`src/rtl/mcx_pkg.sv`:
```
package mcx_pkg;
   // width of a monitor select that also carries an "unassigned" code
   function automatic int msel_width(input int n_mons);
      return $clog2(n_mons + 1);
   endfunction
   // width of a core index, at least one bit
   function automatic int psel_width(input int n_cores);
      return (n_cores > 1) ? $clog2(n_cores) : 1;
   endfunction
endpackage

```
`src/rtl/mcx_bind.sv`:
```
module mcx_bind
   import mcx_pkg::*;
#(
   parameter int N_CORES = 4,
   parameter int N_MONS  = 6,
   localparam int MSEL_W = msel_width(N_MONS),
   localparam int PSEL_W = psel_width(N_CORES)
) (
   input  logic                              clk,
   input  logic                              rst_n,
   input  logic [N_CORES-1:0]                core_idle,
   input  logic                              cfg_we,
   input  logic [PSEL_W-1:0]                 cfg_core,
   input  logic [MSEL_W-1:0]                 cfg_msel,
   output logic [N_CORES-1:0][MSEL_W-1:0]    act_sel,
   output logic [N_MONS-1:0]                 mon_bound,
   output logic [N_MONS-1:0][PSEL_W-1:0]     mon_psel,
   output logic                              cfg_conflict
);
   localparam logic [MSEL_W-1:0] SEL_NONE = MSEL_W'(N_MONS);

   logic [N_CORES-1:0]               pend_v;
   logic [N_CORES-1:0][MSEL_W-1:0]   pend_sel;
   logic [N_CORES-1:0]               apply;
   logic                             core_ok;
   logic                             conflict_hit;
   logic                             wr_ok;
   logic [N_MONS-1:0]                bound_nxt;
   logic [N_MONS-1:0][PSEL_W-1:0]    psel_nxt;

   assign core_ok = (int'(cfg_core) < N_CORES);
   assign apply   = pend_v & core_idle;

   // a monitor is taken if another core holds it live or has it parked
   always_comb begin
      conflict_hit = 1'b0;
      for (int k = 0; k < N_CORES; k++) begin
         if (PSEL_W'(k) != cfg_core && cfg_msel < SEL_NONE) begin
            if (act_sel[k] == cfg_msel) conflict_hit = 1'b1;
            if (pend_v[k] && pend_sel[k] == cfg_msel) conflict_hit = 1'b1;
         end
      end
   end

   assign wr_ok = cfg_we && core_ok && !conflict_hit;

   // reverse map: release old monitors first, then claim new ones
   always_comb begin
      bound_nxt = mon_bound;
      psel_nxt  = mon_psel;
      for (int m = 0; m < N_MONS; m++) begin
         for (int c = 0; c < N_CORES; c++) begin
            if (apply[c] && act_sel[c] == MSEL_W'(m)) bound_nxt[m] = 1'b0;
         end
         for (int c = 0; c < N_CORES; c++) begin
            if (apply[c] && pend_sel[c] == MSEL_W'(m)) begin
               bound_nxt[m] = 1'b1;
               psel_nxt[m]  = PSEL_W'(c);
            end
         end
      end
   end

   always_ff @(posedge clk) begin
      if (!rst_n) begin
         for (int c = 0; c < N_CORES; c++) begin
            act_sel[c]  <= SEL_NONE;
            pend_sel[c] <= SEL_NONE;
         end
         pend_v       <= '0;
         mon_bound    <= '0;
         mon_psel     <= '0;
         cfg_conflict <= 1'b0;
      end else begin
         for (int c = 0; c < N_CORES; c++) begin
            if (apply[c]) begin
               act_sel[c] <= pend_sel[c];
               pend_v[c]  <= 1'b0;
            end
         end
         if (wr_ok) begin
            pend_sel[cfg_core] <= cfg_msel;
            pend_v[cfg_core]   <= 1'b1;
         end
         mon_bound <= bound_nxt;
         mon_psel  <= psel_nxt;
         if (cfg_we && core_ok) cfg_conflict <= conflict_hit;
      end
   end


   reject_keeps_chk: assert property (@(posedge clk) disable iff (!rst_n)
      (cfg_we && core_ok && conflict_hit) |=> (cfg_conflict && $stable(pend_sel)));


   accept_clears_chk: assert property (@(posedge clk) disable iff (!rst_n)
      wr_ok |=> !cfg_conflict);

   generate
      for (genvar gc = 0; gc < N_CORES; gc++) begin : g_core_chk

         idle_switch_chk: assert property (@(posedge clk) disable iff (!rst_n)
            !$stable(act_sel[gc]) |-> $past(core_idle[gc]));
      end
      for (genvar gm = 0; gm < N_MONS; gm++) begin : g_mon_chk
         logic [N_CORES-1:0] owners;
         always_comb begin
            for (int c = 0; c < N_CORES; c++) owners[c] = (act_sel[c] == MSEL_W'(gm));
         end

         single_owner_chk: assert property (@(posedge clk) disable iff (!rst_n)
            $countones(owners) <= 1);

         reverse_match_chk: assert property (@(posedge clk) disable iff (!rst_n)
            mon_bound[gm] |-> (act_sel[mon_psel[gm]] == MSEL_W'(gm)));
      end
   endgenerate
endmodule

```
`src/rtl/mcx_fwd.sv`:
```
module mcx_fwd
   import mcx_pkg::*;
#(
   parameter int N_CORES = 4,
   parameter int N_MONS  = 6,
   parameter int HASH_W  = 4,
   localparam int PSEL_W = psel_width(N_CORES)
) (
   input  logic                              clk,
   input  logic                              rst_n,
   input  logic [N_CORES-1:0][HASH_W-1:0]    core_hash,
   input  logic [N_CORES-1:0]                core_valid,
   input  logic [N_MONS-1:0]                 mon_bound,
   input  logic [N_MONS-1:0][PSEL_W-1:0]     mon_psel,
   output logic [N_MONS-1:0][HASH_W-1:0]     mon_hash,
   output logic [N_MONS-1:0]                 mon_valid
);
   generate
      for (genvar gm = 0; gm < N_MONS; gm++) begin : g_mon
         always_comb begin
            if (mon_bound[gm]) begin
               mon_hash[gm]  = core_hash[mon_psel[gm]];
               mon_valid[gm] = core_valid[mon_psel[gm]];
            end else begin
               mon_hash[gm]  = '0;
               mon_valid[gm] = 1'b0;
            end
         end

         unbound_quiet_chk: assert property (@(posedge clk) disable iff (!rst_n)
            !mon_bound[gm] |-> (!mon_valid[gm] && mon_hash[gm] == '0));
      end
   endgenerate
endmodule

```
`src/rtl/mcx_ret.sv`:
```
module mcx_ret
   import mcx_pkg::*;
#(
   parameter int N_CORES = 4,
   parameter int N_MONS  = 6,
   localparam int MSEL_W = msel_width(N_MONS)
) (
   input  logic                              clk,
   input  logic                              rst_n,
   input  logic [N_CORES-1:0][MSEL_W-1:0]    act_sel,
   input  logic [N_MONS-1:0]                 mon_rr,
   output logic [N_CORES-1:0]                core_rr
);
   generate
      for (genvar gc = 0; gc < N_CORES; gc++) begin : g_core
         always_comb begin
            core_rr[gc] = 1'b0;
            for (int m = 0; m < N_MONS; m++) begin
               if (act_sel[gc] == MSEL_W'(m)) core_rr[gc] = mon_rr[m];
            end
         end

         unassigned_no_rr_chk: assert property (@(posedge clk) disable iff (!rst_n)
            (act_sel[gc] >= MSEL_W'(N_MONS)) |-> !core_rr[gc]);
      end
   endgenerate
endmodule

```
`src/rtl/mon_cluster_xbar.sv`:
```
module mon_cluster_xbar
   import mcx_pkg::*;
#(
   parameter int N_CORES = 4,
   parameter int N_MONS  = 6,
   parameter int HASH_W  = 4,
   localparam int MSEL_W = msel_width(N_MONS),
   localparam int PSEL_W = psel_width(N_CORES)
) (
   input  logic                         clk,
   input  logic                         rst_n,
   input  logic [N_CORES*HASH_W-1:0]    core_hash,
   input  logic [N_CORES-1:0]           core_valid,
   input  logic [N_CORES-1:0]           core_idle,
   input  logic [N_MONS-1:0]            mon_rr,
   input  logic                         cfg_we,
   input  logic [PSEL_W-1:0]            cfg_core,
   input  logic [MSEL_W-1:0]            cfg_msel,
   output logic [N_MONS*HASH_W-1:0]     mon_hash,
   output logic [N_MONS-1:0]            mon_valid,
   output logic [N_CORES-1:0]           core_rr,
   output logic                         cfg_conflict
);
   generate
      if (N_CORES < 2)       begin : g_bad_cores $error("N_CORES must be at least 2"); end
      if (N_MONS < N_CORES)  begin : g_bad_mons  $error("N_MONS must not be below N_CORES"); end
      if (HASH_W < 1)        begin : g_bad_hash  $error("HASH_W must be positive"); end
   endgenerate

   logic [N_CORES-1:0][HASH_W-1:0]   hash_arr;
   logic [N_MONS-1:0][HASH_W-1:0]    mhash_arr;
   logic [N_CORES-1:0][MSEL_W-1:0]   act_sel;
   logic [N_MONS-1:0]                mon_bound;
   logic [N_MONS-1:0][PSEL_W-1:0]    mon_psel;

   assign hash_arr = core_hash;
   assign mon_hash = mhash_arr;

   mcx_bind #(.N_CORES(N_CORES), .N_MONS(N_MONS)) i_bind (
      .clk(clk), .rst_n(rst_n), .core_idle(core_idle),
      .cfg_we(cfg_we), .cfg_core(cfg_core), .cfg_msel(cfg_msel),
      .act_sel(act_sel), .mon_bound(mon_bound), .mon_psel(mon_psel),
      .cfg_conflict(cfg_conflict)
   );

   mcx_fwd #(.N_CORES(N_CORES), .N_MONS(N_MONS), .HASH_W(HASH_W)) i_fwd (
      .clk(clk), .rst_n(rst_n), .core_hash(hash_arr), .core_valid(core_valid),
      .mon_bound(mon_bound), .mon_psel(mon_psel),
      .mon_hash(mhash_arr), .mon_valid(mon_valid)
   );

   mcx_ret #(.N_CORES(N_CORES), .N_MONS(N_MONS)) i_ret (
      .clk(clk), .rst_n(rst_n), .act_sel(act_sel), .mon_rr(mon_rr),
      .core_rr(core_rr)
   );
endmodule

```
`config.mk`:
```
export PLATFORM = sky130hd
export DESIGN_NAME = mon_cluster_xbar
export DESIGN_NICKNAME = d
export VERILOG_FILES = /design/src/rtl/mcx_pkg.sv /design/src/rtl/mcx_bind.sv /design/src/rtl/mcx_fwd.sv /design/src/rtl/mcx_ret.sv /design/src/rtl/mon_cluster_xbar.sv
export SDC_FILE = /design/constraint.sdc
export NUM_CORES = 1
export LEC_CHECK = 0
export BUFFER_PORTS_ARGS = -buffer_cell sky130_fd_sc_hd__buf_2
export CAP_MARGIN = 20
export CORE_MARGIN = 2
export CORE_UTILIZATION = 55
export CTS_BUF_LIST = sky130_fd_sc_hd__clkbuf_4
export DETAILED_ROUTE_END_ITERATION = 8
export PLACE_DENSITY = 0.8
export SETUP_SLACK_MARGIN = 0.3
export SLEW_MARGIN = 20
export SYNTH_ARGS = -nofsm -noshare
export SYNTH_HDL_FRONTEND = slang
export SYNTH_HIERARCHICAL = 1
export SYNTH_SLANG_ARGS = --single-unit
```
`constraint.sdc`:
```
create_clock -name clk -period 2.75 [get_ports clk]
set_input_delay 0.55 -clock clk [delete_from_list [all_inputs] [get_ports clk]]
set_output_delay 0.55 -clock clk [all_outputs]
set_load 0.01 [all_outputs]
```
* After elaboration in Yosys (flattened, before gate mapping) *
Index checks and enable logic that the tools add are counted.

storage, ports and cells
  input bits = 38
  output and inout bits = 35
  word-level logic and storage cells = 322
  bits in registers = 47

operators by class
  mux-type cells = 158
  bitwise operators = 2
  order comparisons = 9
  equality and inequality tests = 51
  reduce and logical (&&, ||, !) cells = 80

operator list
  cell                                                                   number
  1-bit two-way mux                                                      105
  1-bit logical AND                                                      58
  4-bit two-way mux                                                      13
  4-bit binary-select mux with 2-bit select                              6
  3-bit by 2-bit == test with 1-bit output, second input constant        16
  3-bit == test, second input constant                                   16
  2-bit two-way mux                                                      24
  8-bit nonzero test                                                     6
  3-bit by 1-bit == test with 1-bit output, second input constant        8
  3-bit == test                                                          8
  3-bit logical NOT                                                      8
  4-bit nonzero test                                                     6
  2-bit by 3-bit < comparator with 1-bit output, second input constant   7
  1-bit binary-select mux with 2-bit select                              6
  12-bit bitwise mux                                                     1
  3-bit demux with 2-bit select                                          1
  4-bit bitwise AND                                                      1
  2-bit != test, first input constant                                    2
  4-bit bitwise OR                                                       1
  3-bit < comparator, second input constant                              1
  3-bit two-way mux                                                      1
  1-bit demux with 2-bit select                                          1
  2-bit by 1-bit >= comparator with 1-bit output, second input constant  1
  1-bit by 2-bit != test with 1-bit output, first input constant         1
  other kinds (2)                                                        2

* Depth between registers and ports, before layout *
Gate-level depths: netlist of run 1.

  word-level depth = 16
  mapped depth = 8
  gate-level depth less buffers = 5

* Cells and area by module *
Netlist of run 1, hierarchy kept.

by module, submodules not included
  module    area an instance (um2)  times used  cells an instance  seq. area each (um2)
  mcx_bind  2,638.8                 1           331                940.9
  mcx_fwd   915.9                   1           108                0.0
  mcx_ret   190.2                   1           16                 0.0

* Worst setup path after synthesis of run 1 *
Ideal clock, no wire load.

  kind = input -> register
  from = input port cfg_msel[2]
  to = register i_bind/pend_sel[10] (netlist name)
  stages = 8
  library setup time = 123 ps
  required time = 2,627 ps
  data arrival time = 2,078 ps
  buffers on the path = 3
  path slack = 548 ps
  cell sequence = buf_4 buf_6 xnor2_1 a32oi_2 o221ai_2 or4_1 buf_2 mux2i_1

between the ends
  longest elaborated chain between the ends = 15
  elaborated cells between the ends (all ways) = 31
  those cells by class = order compare (1); eq/ne (8); mux (12); reduce/logical (10)

RTL lines
  what                                                           RTL line                        RTL
  start: declaration                                             mon_cluster_xbar.sv:18          input logic [MSEL_W-1:0] cfg_msel,
  3-bit == test (on tied branches)                               mcx_bind.sv:39, mcx_bind.sv:40
  1-bit two-way mux / 1-bit logical AND (equally long branches)  mcx_bind.sv:39, mcx_bind.sv:40
  1-bit two-way mux                                              mcx_bind.sv:40                  if (pend_v[k] && pend_sel[k] == cfg_msel) conflict_hit = 1'b1;
  1-bit two-way mux                                              mcx_bind.sv:38                  if (PSEL_W'(k) != cfg_core && cfg_msel < SEL_NONE) begin
  1-bit two-way mux                                              mcx_bind.sv:39                  if (act_sel[k] == cfg_msel) conflict_hit = 1'b1;
  1-bit two-way mux                                              mcx_bind.sv:40
  1-bit two-way mux                                              mcx_bind.sv:38
  1-bit two-way mux                                              mcx_bind.sv:39
  1-bit two-way mux                                              mcx_bind.sv:40
  1-bit two-way mux                                              mcx_bind.sv:38
  1-bit two-way mux                                              mcx_bind.sv:39
  1-bit two-way mux                                              mcx_bind.sv:40
  1-bit two-way mux (*)                                          mcx_bind.sv:38
  1-bit logical NOT (*)                                          mcx_bind.sv:45                  assign wr_ok = cfg_we && core_ok && !conflict_hit;
  1-bit logical AND (*)                                          mcx_bind.sv:45
  end signal: indexed assignment                                 mcx_bind.sv:82                  pend_sel[cfg_core] <= cfg_msel;
  end: declaration                                               mcx_bind.sv:23                  logic [N_CORES-1:0][MSEL_W-1:0] pend_sel;

Every way passes the cells marked *; elsewhere a longest branch is shown, timed or not.
A chain may end at the register's enable or synchronous reset.

* Final worst setup path of run 1 *
  from = register i_bind/act_sel[9] (netlist name)
  to = output port core_rr[3]

between the ends
  longest elaborated chain between the ends = 7
  elaborated cells between the ends (all ways) = 12
  those cells by class = eq/ne (5); mux (6); reduce/logical (1)

RTL lines
  what                              RTL line                RTL
  start: declaration                mcx_bind.sv:15          output logic [N_CORES-1:0][MSEL_W-1:0] act_sel,
  start signal: indexed assignment  mcx_bind.sv:77          act_sel[c] <= pend_sel[c];
  3-bit logical NOT                 mcx_ret.sv:19           if (act_sel[gc] == MSEL_W'(m)) core_rr[gc] = mon_rr[m];
  1-bit two-way mux (5 in series)   mcx_ret.sv:19
  1-bit two-way mux (*)             mcx_ret.sv:19
  end: declaration                  mon_cluster_xbar.sv:21  output logic [N_CORES-1:0] core_rr,

Marks and branches as above.

==> impl_metrics.yaml, run 1 <==
floorplanning:
  dieHeight_um: 86.5
  dieArea_sq_um: 7480
  die_w_um: 86.5
  core_sq_um: 6680
  io_pins: 73
  num_rows: 30
  start_util: 0.560
synthesis:
  synth.avg_cell_area_sq_um: 8.23
  yosys-top-cells-count: "mux2i_1, dfxtp_1, nand2_1"
  async_flop_share: 0
  synth_nets: 493
  synth_top_cell_area_share: 0.251
  synth.most_common_cell: "mux2i_1"
  yosys.area.top_type: "dfxtp_1"
  ys.flop_type: "dfxtp_1"
  yosysWarnings: 6
  ys_seq_elements: 47
  postSynthCellCount: 455
  yosys-top-cells-area: "dfxtp_1, mux2i_1, o22ai_1"
  synth_area_sq_um: 3740
  synthDistinctLibCells: 54
  synth_edf_count: 0
  ys_seq_area_frac: 0.251
critical_path:
  required_ns: 2.20
  start_kind: "register"
  path_max_fanout: 10
  worstSetupPathType: "register to output port"
  reg2reg_from: "i_bind/act_sel[11]"
  crit_arrival_ns: 1.81
  cp-startpoint: "i_bind/act_sel[9]"
  end_kind: "output port"
clocking:
  path_clk_slew_ns: 0.14
  cts-root-buf: "clkbuf_4"
  cts_tree: "yes"
  cts_inserted_buffers: 5
  clkSinkCount: 47
  cts_buffer_depth: 2
  hold_buffers: 0
  htreeDepth: 2
  clk_latency_ns: 0.36
sta:
  worst_slew_pin_slew_ns: 0.648
  fin_skew_ns: 0.00545
  fin_ws_ns: 0.390
  timing.final.crit_share: 0.858
  rsz0062_at_grt: "no"
  fin_setup_tns_ns: 0
  final_max_slew_viol_count: 0
  max_freq_ghz: 0.424
  relSlewSlack: 0.567
  min_period_ns: 2.36
  setup-violations-final: 0
  finalHoldViolCount: 0
finish:
  fillers: 590
  utilization: 0.612
  insertedDiodeCount: 0
  final_layout_size_suffix_gt1_frac: 0.197
  final_nets: 539
  syn2layout_area_growth_pct: 9.15
placement:
  pre_cts_ws_ns: 0.240
  io_buffers: 72
  routabilityCongestion: 0.944
  hpwl_mm: 8.14
drt:
  remaining_drc_errors: 0
  first_iter_violations: 460
  post_drt_wl_per_cell_um: 18.8
  drt-pass1-iter-count: 5
  final_antenna_net_count: 0
  vias_per_cell: 6.68
  wirelength_mm: 10.9
  vias: 3889
grt:
  grt_first_pass_wirelength_mm: 17.7
  antenna_found_initial: 0
  grt_overflow: 0
  grt_usage: 0.295
  grt_pass1_vias: 3547
  grt_max_degree: 22
min_path:
  min_from: "cfg_we"
  worst_hold_path_type: "primary input to register"
pwr:
  power_density_nw_per_um2: 309
  p_leak_nw: 1.46
  ir_drop_mv: 0.255
status:
  status: "completed"
job:
  cap_violations: 0
per-layer routing:
metal,track usage,part of all wire
met3,0.0381,0.091
met5,0,0
met4,0.143,0.039
met2,0.459,0.45
met1,0.403,0.42
cell type report:
class                   instances  area [sq um]  area share
clock buffers                   5          37.5     0.00918
well taps                      80           100      0.0245
clock inverters                 3          20.0     0.00490
inverters                       9          33.8     0.00826
flip-flops and latches         47           946       0.231
multi-input cells             363          2570       0.628
repair buffers                 75           383      0.0937
path summary, 6_finish.rpt:
path | end | slack (ns) | cells after the start
setup reg to reg | i_bind/pend_sel[10] | 0.51 | 5
hold / removal | i_bind/cfg_conflict | 0.48 | 3
setup / recovery | core_rr[3] | 0.39 | 3
hold reg to reg | i_bind/cfg_conflict | 0.53 | 2
what timing repair did:
item	4_1_cts	5_1_grt
endpoints found under the setup margin	2	2
resized for setup	2	2
buffers inserted	0	0
placed cells by master (no fill, tap or decap), types with 7 or more instances in the layout:
| cell | Yosys | final |
|---|---|---|
| nor2_1 | 35 | 35 |
| nand2_1 | 43 | 43 |
| dfxtp_1 | 47 | 43 |
| nand4_1 | 8 | 8 |
| buf_2 | 5 | 72 |
| nand3_1 | 20 | 20 |
| inv_1 | 9 | 9 |
| a22oi_1 | 7 | 7 |
| xnor2_1 | 19 | 19 |
| o22ai_1 | 31 | 31 |
| a31oi_1 | 9 | 9 |
| a21oi_1 | 17 | 17 |
| mux2i_1 | 73 | 73 |
| o21a_1 | 8 | 8 |
| nand2b_1 | 10 | 10 |
where the power goes:
| part | total, mW | switching, mW | internal, mW |
|---|---|---|---|
| registers | 0.726 | 0.0317 | 0.695 |
| logic | 0.216 | 0.125 | 0.0915 |
| clock network | 0.323 | 0.224 | 0.0984 |
critical path: stages (launching register included):
cell	delay [ns]
dfxtp_2	0.50
mux4_2	0.54
mux2_2	0.27
buf_2	0.14
cell families (layout without fill, tap and decap cells):
family                    count (synthesis)  in the layout  share of synthesized area
and+or+nand+nor                         162            162                      0.224
AOI/OAI and AO/OA                       100            100                      0.184
muxes                                    81             81                      0.231
DFF                                      47             47                      0.251
buffers and inverters                    45             92                     0.0631
xor gates and xnor gates                 20             20                     0.0468
registers in the layout (all words and copies together) (netlist names):
signal and cells:
i_bind/pend_v 4, i_bind/act_sel 12, i_bind/pend_sel 12, i_bind/mon_psel 12, i_bind/mon_bound 6, i_bind/cfg_conflict 1
metrics by stage:
| stage | hold slack, ns | cells | power (mW) | cell area [sq um] |
|---|---|---|---|---|
| floorplan | 0.449 | 455 | 0.865 | 3740 |
| global placement | 0.494 | 574 | 0.943 | 4030 |
| detailed placement | 0.490 | 574 | 0.952 | 4030 |
| CTS | 0.462 | 582 | 1.27 | 4090 |
| global route | 0.487 | 582 | 1.32 | 4090 |
| finish | 0.482 | 582 | 1.26 | 4090 |
Note: power is estimated with default switching activity, not from simulation.
==> run 2: changes to the inputs <==
- CORE_UTILIZATION: 55 -> 46
- PLACE_DENSITY: 0.8 -> 0.68
- RECOVER_POWER: not set -> 50
==> run 2 against run 1 <==
Register-to-register slack worse by 0.03 ns. Flip-flop and latch count stayed put. Core utilization is 8.4 points lower. Cell count is 4.1% higher. Maximum frequency is 0.39% higher. Via count is 2.4% lower. Non-clock buffer count is 2 higher. Critical path type unchanged. Critical endpoint unchanged. Largest cell class unchanged. Largest power group unchanged.
==> impl_metrics.yaml, run 2 (same netlist as run 1, synthesis figures left out) <==
status:
  status: "completed"
finish:
  final_cell_mix: "mux2i_1, buf_2, nand2_1, dfxtp_1, nor2_1"
  fillers: 769
  final_common_cell: "mux2i_1"
  final_cell_area_sq_um: 4120
  final_nets: 541
  syn2layout_area_growth_pct: 10.1
  reg_top3: "i_bind/act_sel: 12 flops, i_bind/mon_psel: 12 flops, i_bind/pend_sel: 12 flops"
  final_layout_size_suffix_gt1_frac: 0.188
  insertedDiodeCount: 0
sta:
  finalHoldViolCount: 0
  fin_skew_ns: 0.0115
  fin_setup_tns_ns: 0
  setup-violations-final: 0
  rsz0062_at_grt: "no"
  min_period_ns: 2.35
  max_freq_ghz: 0.425
  timing.final.crit_share: 0.855
  relSlewSlack: 0.396
  holdWs_ns: 0.481
  final_max_slew_viol_count: 0
  worst_slew_pin_slew_ns: 0.897
  fin_ws_ns: 0.399
critical_path:
  reg2reg_from: "i_bind/pend_sel[10]"
  crit_arrival_ns: 1.80
  worstSetupPathType: "register to output port"
  required_ns: 2.20
  path_delay_family: "multiplexers"
  cp-startpoint: "i_bind/act_sel[9]"
  cpPeakStageDelay_ns: 0.53
  path_max_fanout: 10
  end_kind: "output port"
  critPathSlowestCell: "mux4_2"
  crit_chain: "mux4_2 > mux2_2 > buf_2"
  cp_num_buf_inv: 1
  start_kind: "register"
clocking:
  clk_latency_ns: 0.37
  cts_inserted_buffers: 5
  path_clk_slew_ns: 0.14
  cts_buffer_depth: 2
  htreeDepth: 2
  clkSinkCount: 47
  hold_buffers: 0
  cts-root-buf: "clkbuf_4"
  cts_tree: "yes"
  post-cts-setup-buffers: 0
min_path:
  min_from: "cfg_we"
  worst_hold_path_type: "primary input to register"
drt:
  drt-met1-wl_mm: 5.21
  final_antenna_net_count: 0
  drt-pass1-iter-count: 5
  remaining_drc_errors: 0
  wirelength_mm: 11.4
  vias_per_cell: 6.26
  wl_met3_um: 830
  met2_length_mm: 5.18
  top_layer: "met4"
  first_iter_violations: 313
  vias: 3796
  post_drt_wl_per_cell_um: 18.8
pwr:
  p_comb_frac: 0.160
  seq_power_share: 0.536
  ir_drop_mv: 0.215
  p_clk_frac: 0.304
  power_density_nw_per_um2: 328
  p_int_mw: 0.972
  p_sw_frac: 0.281
  p_leak_nw: 1.47
  switching_power_mw: 0.380
placement:
  pre_cts_ws_ns: 0.283
  hpwl_mm: 8.60
  io_buffers: 72
  dpl-instance-area_sq_um: 4070
  routabilityCongestion: 0.971
floorplanning:
  dieArea_sq_um: 8880
  dieHeight_um: 94.2
  die_w_um: 94.2
  num_rows: 32
  core_sq_um: 7810
  io_pins: 73
  start_util: 0.480
grt:
  grt_pass1_vias: 3485
  antenna_found_initial: 0
  grt_max_degree: 22
  grt_overflow: 0
  grt_first_pass_wirelength_mm: 18.1
  grt_usage: 0.261
job:
  cap_violations: 0
[run 2: cell types whose count changed in the layout (fill, tap and decap cells not counted), moves of 2 or more]
cell and delta:
clkbuf_1 +4, and2_0 +2, and2_1 -2, buf_2 -2
[run 2: power by group through the flow]
stage / Clock, mW / Sequential (mW) / Combinational, mW
floorplan: 0 / 0.719 / 0.146
global placement: 0 / 0.738 / 0.211
detailed placement: 0 / 0.739 / 0.216
CTS: 0.422 / 0.724 / 0.217
global route: 0.459 / 0.728 / 0.236
finish: 0.410 / 0.725 / 0.217
[run 2: final cells by class]
| class | instances | area, sq um | share of cell area |
|---|---|---|---|
| clock buffers | 5 | 37.5 | 0.00910 |
| multi-input cells | 363 | 2550 | 0.620 |
| repair buffers | 77 | 385 | 0.0934 |
| clock inverters | 3 | 38.8 | 0.00941 |
| well taps | 102 | 128 | 0.0309 |
| inverters | 9 | 33.8 | 0.00819 |
| flip-flops and latches | 47 | 946 | 0.229 |
[run 2: per-layer routing]
metal | track usage | vias up
met2 | 0.396 | 148
met1 | 0.386 | 1826
met3 | 0.0353 | 14
met5 | 0 | -
li1 | - | 1808
met4 | 0.0688 | 0
[run 2: final timing paths]
kind                            slack, ns  cells after the start                  end
worst max-delay path                 0.40                      3           core_rr[3]
worst min-delay path                 0.48                      3  i_bind/cfg_conflict
worst max register to register       0.48                      5   i_bind/pend_sel[5]
worst min register to register       0.55                      2    i_bind/act_sel[0]
[run 2: worst register-to-register path, delay by kind of cell, from the launching register on]
family	cells	cell delay, ns
AOI/OAI and AO/OA	2	0.47
DFF	1	0.54
muxes	1	0.26
and+or+nand+nor	2	0.95
[run 2: metrics by stage]
stage / util / power [mW] / cells
6_report: 0.528 / 1.35 / 606
5_1_grt: 0.528 / 1.42 / 606
4_1_cts: 0.531 / 1.36 / 606
3_5_place_dp: 0.521 / 0.955 / 598
3_3_place_gp: 0.521 / 0.949 / 598
2_1_floorplan: - / 0.865 / 455
[run 2: timing repair]
| action | in CTS | in global routing |
|---|---|---|
| gates resized for setup | 3 | 1 |
| endpoints found under the setup margin | 3 | 1 |
| pin swaps | 0 | 0 |
| endpoints found under the hold margin | 0 | 0 |
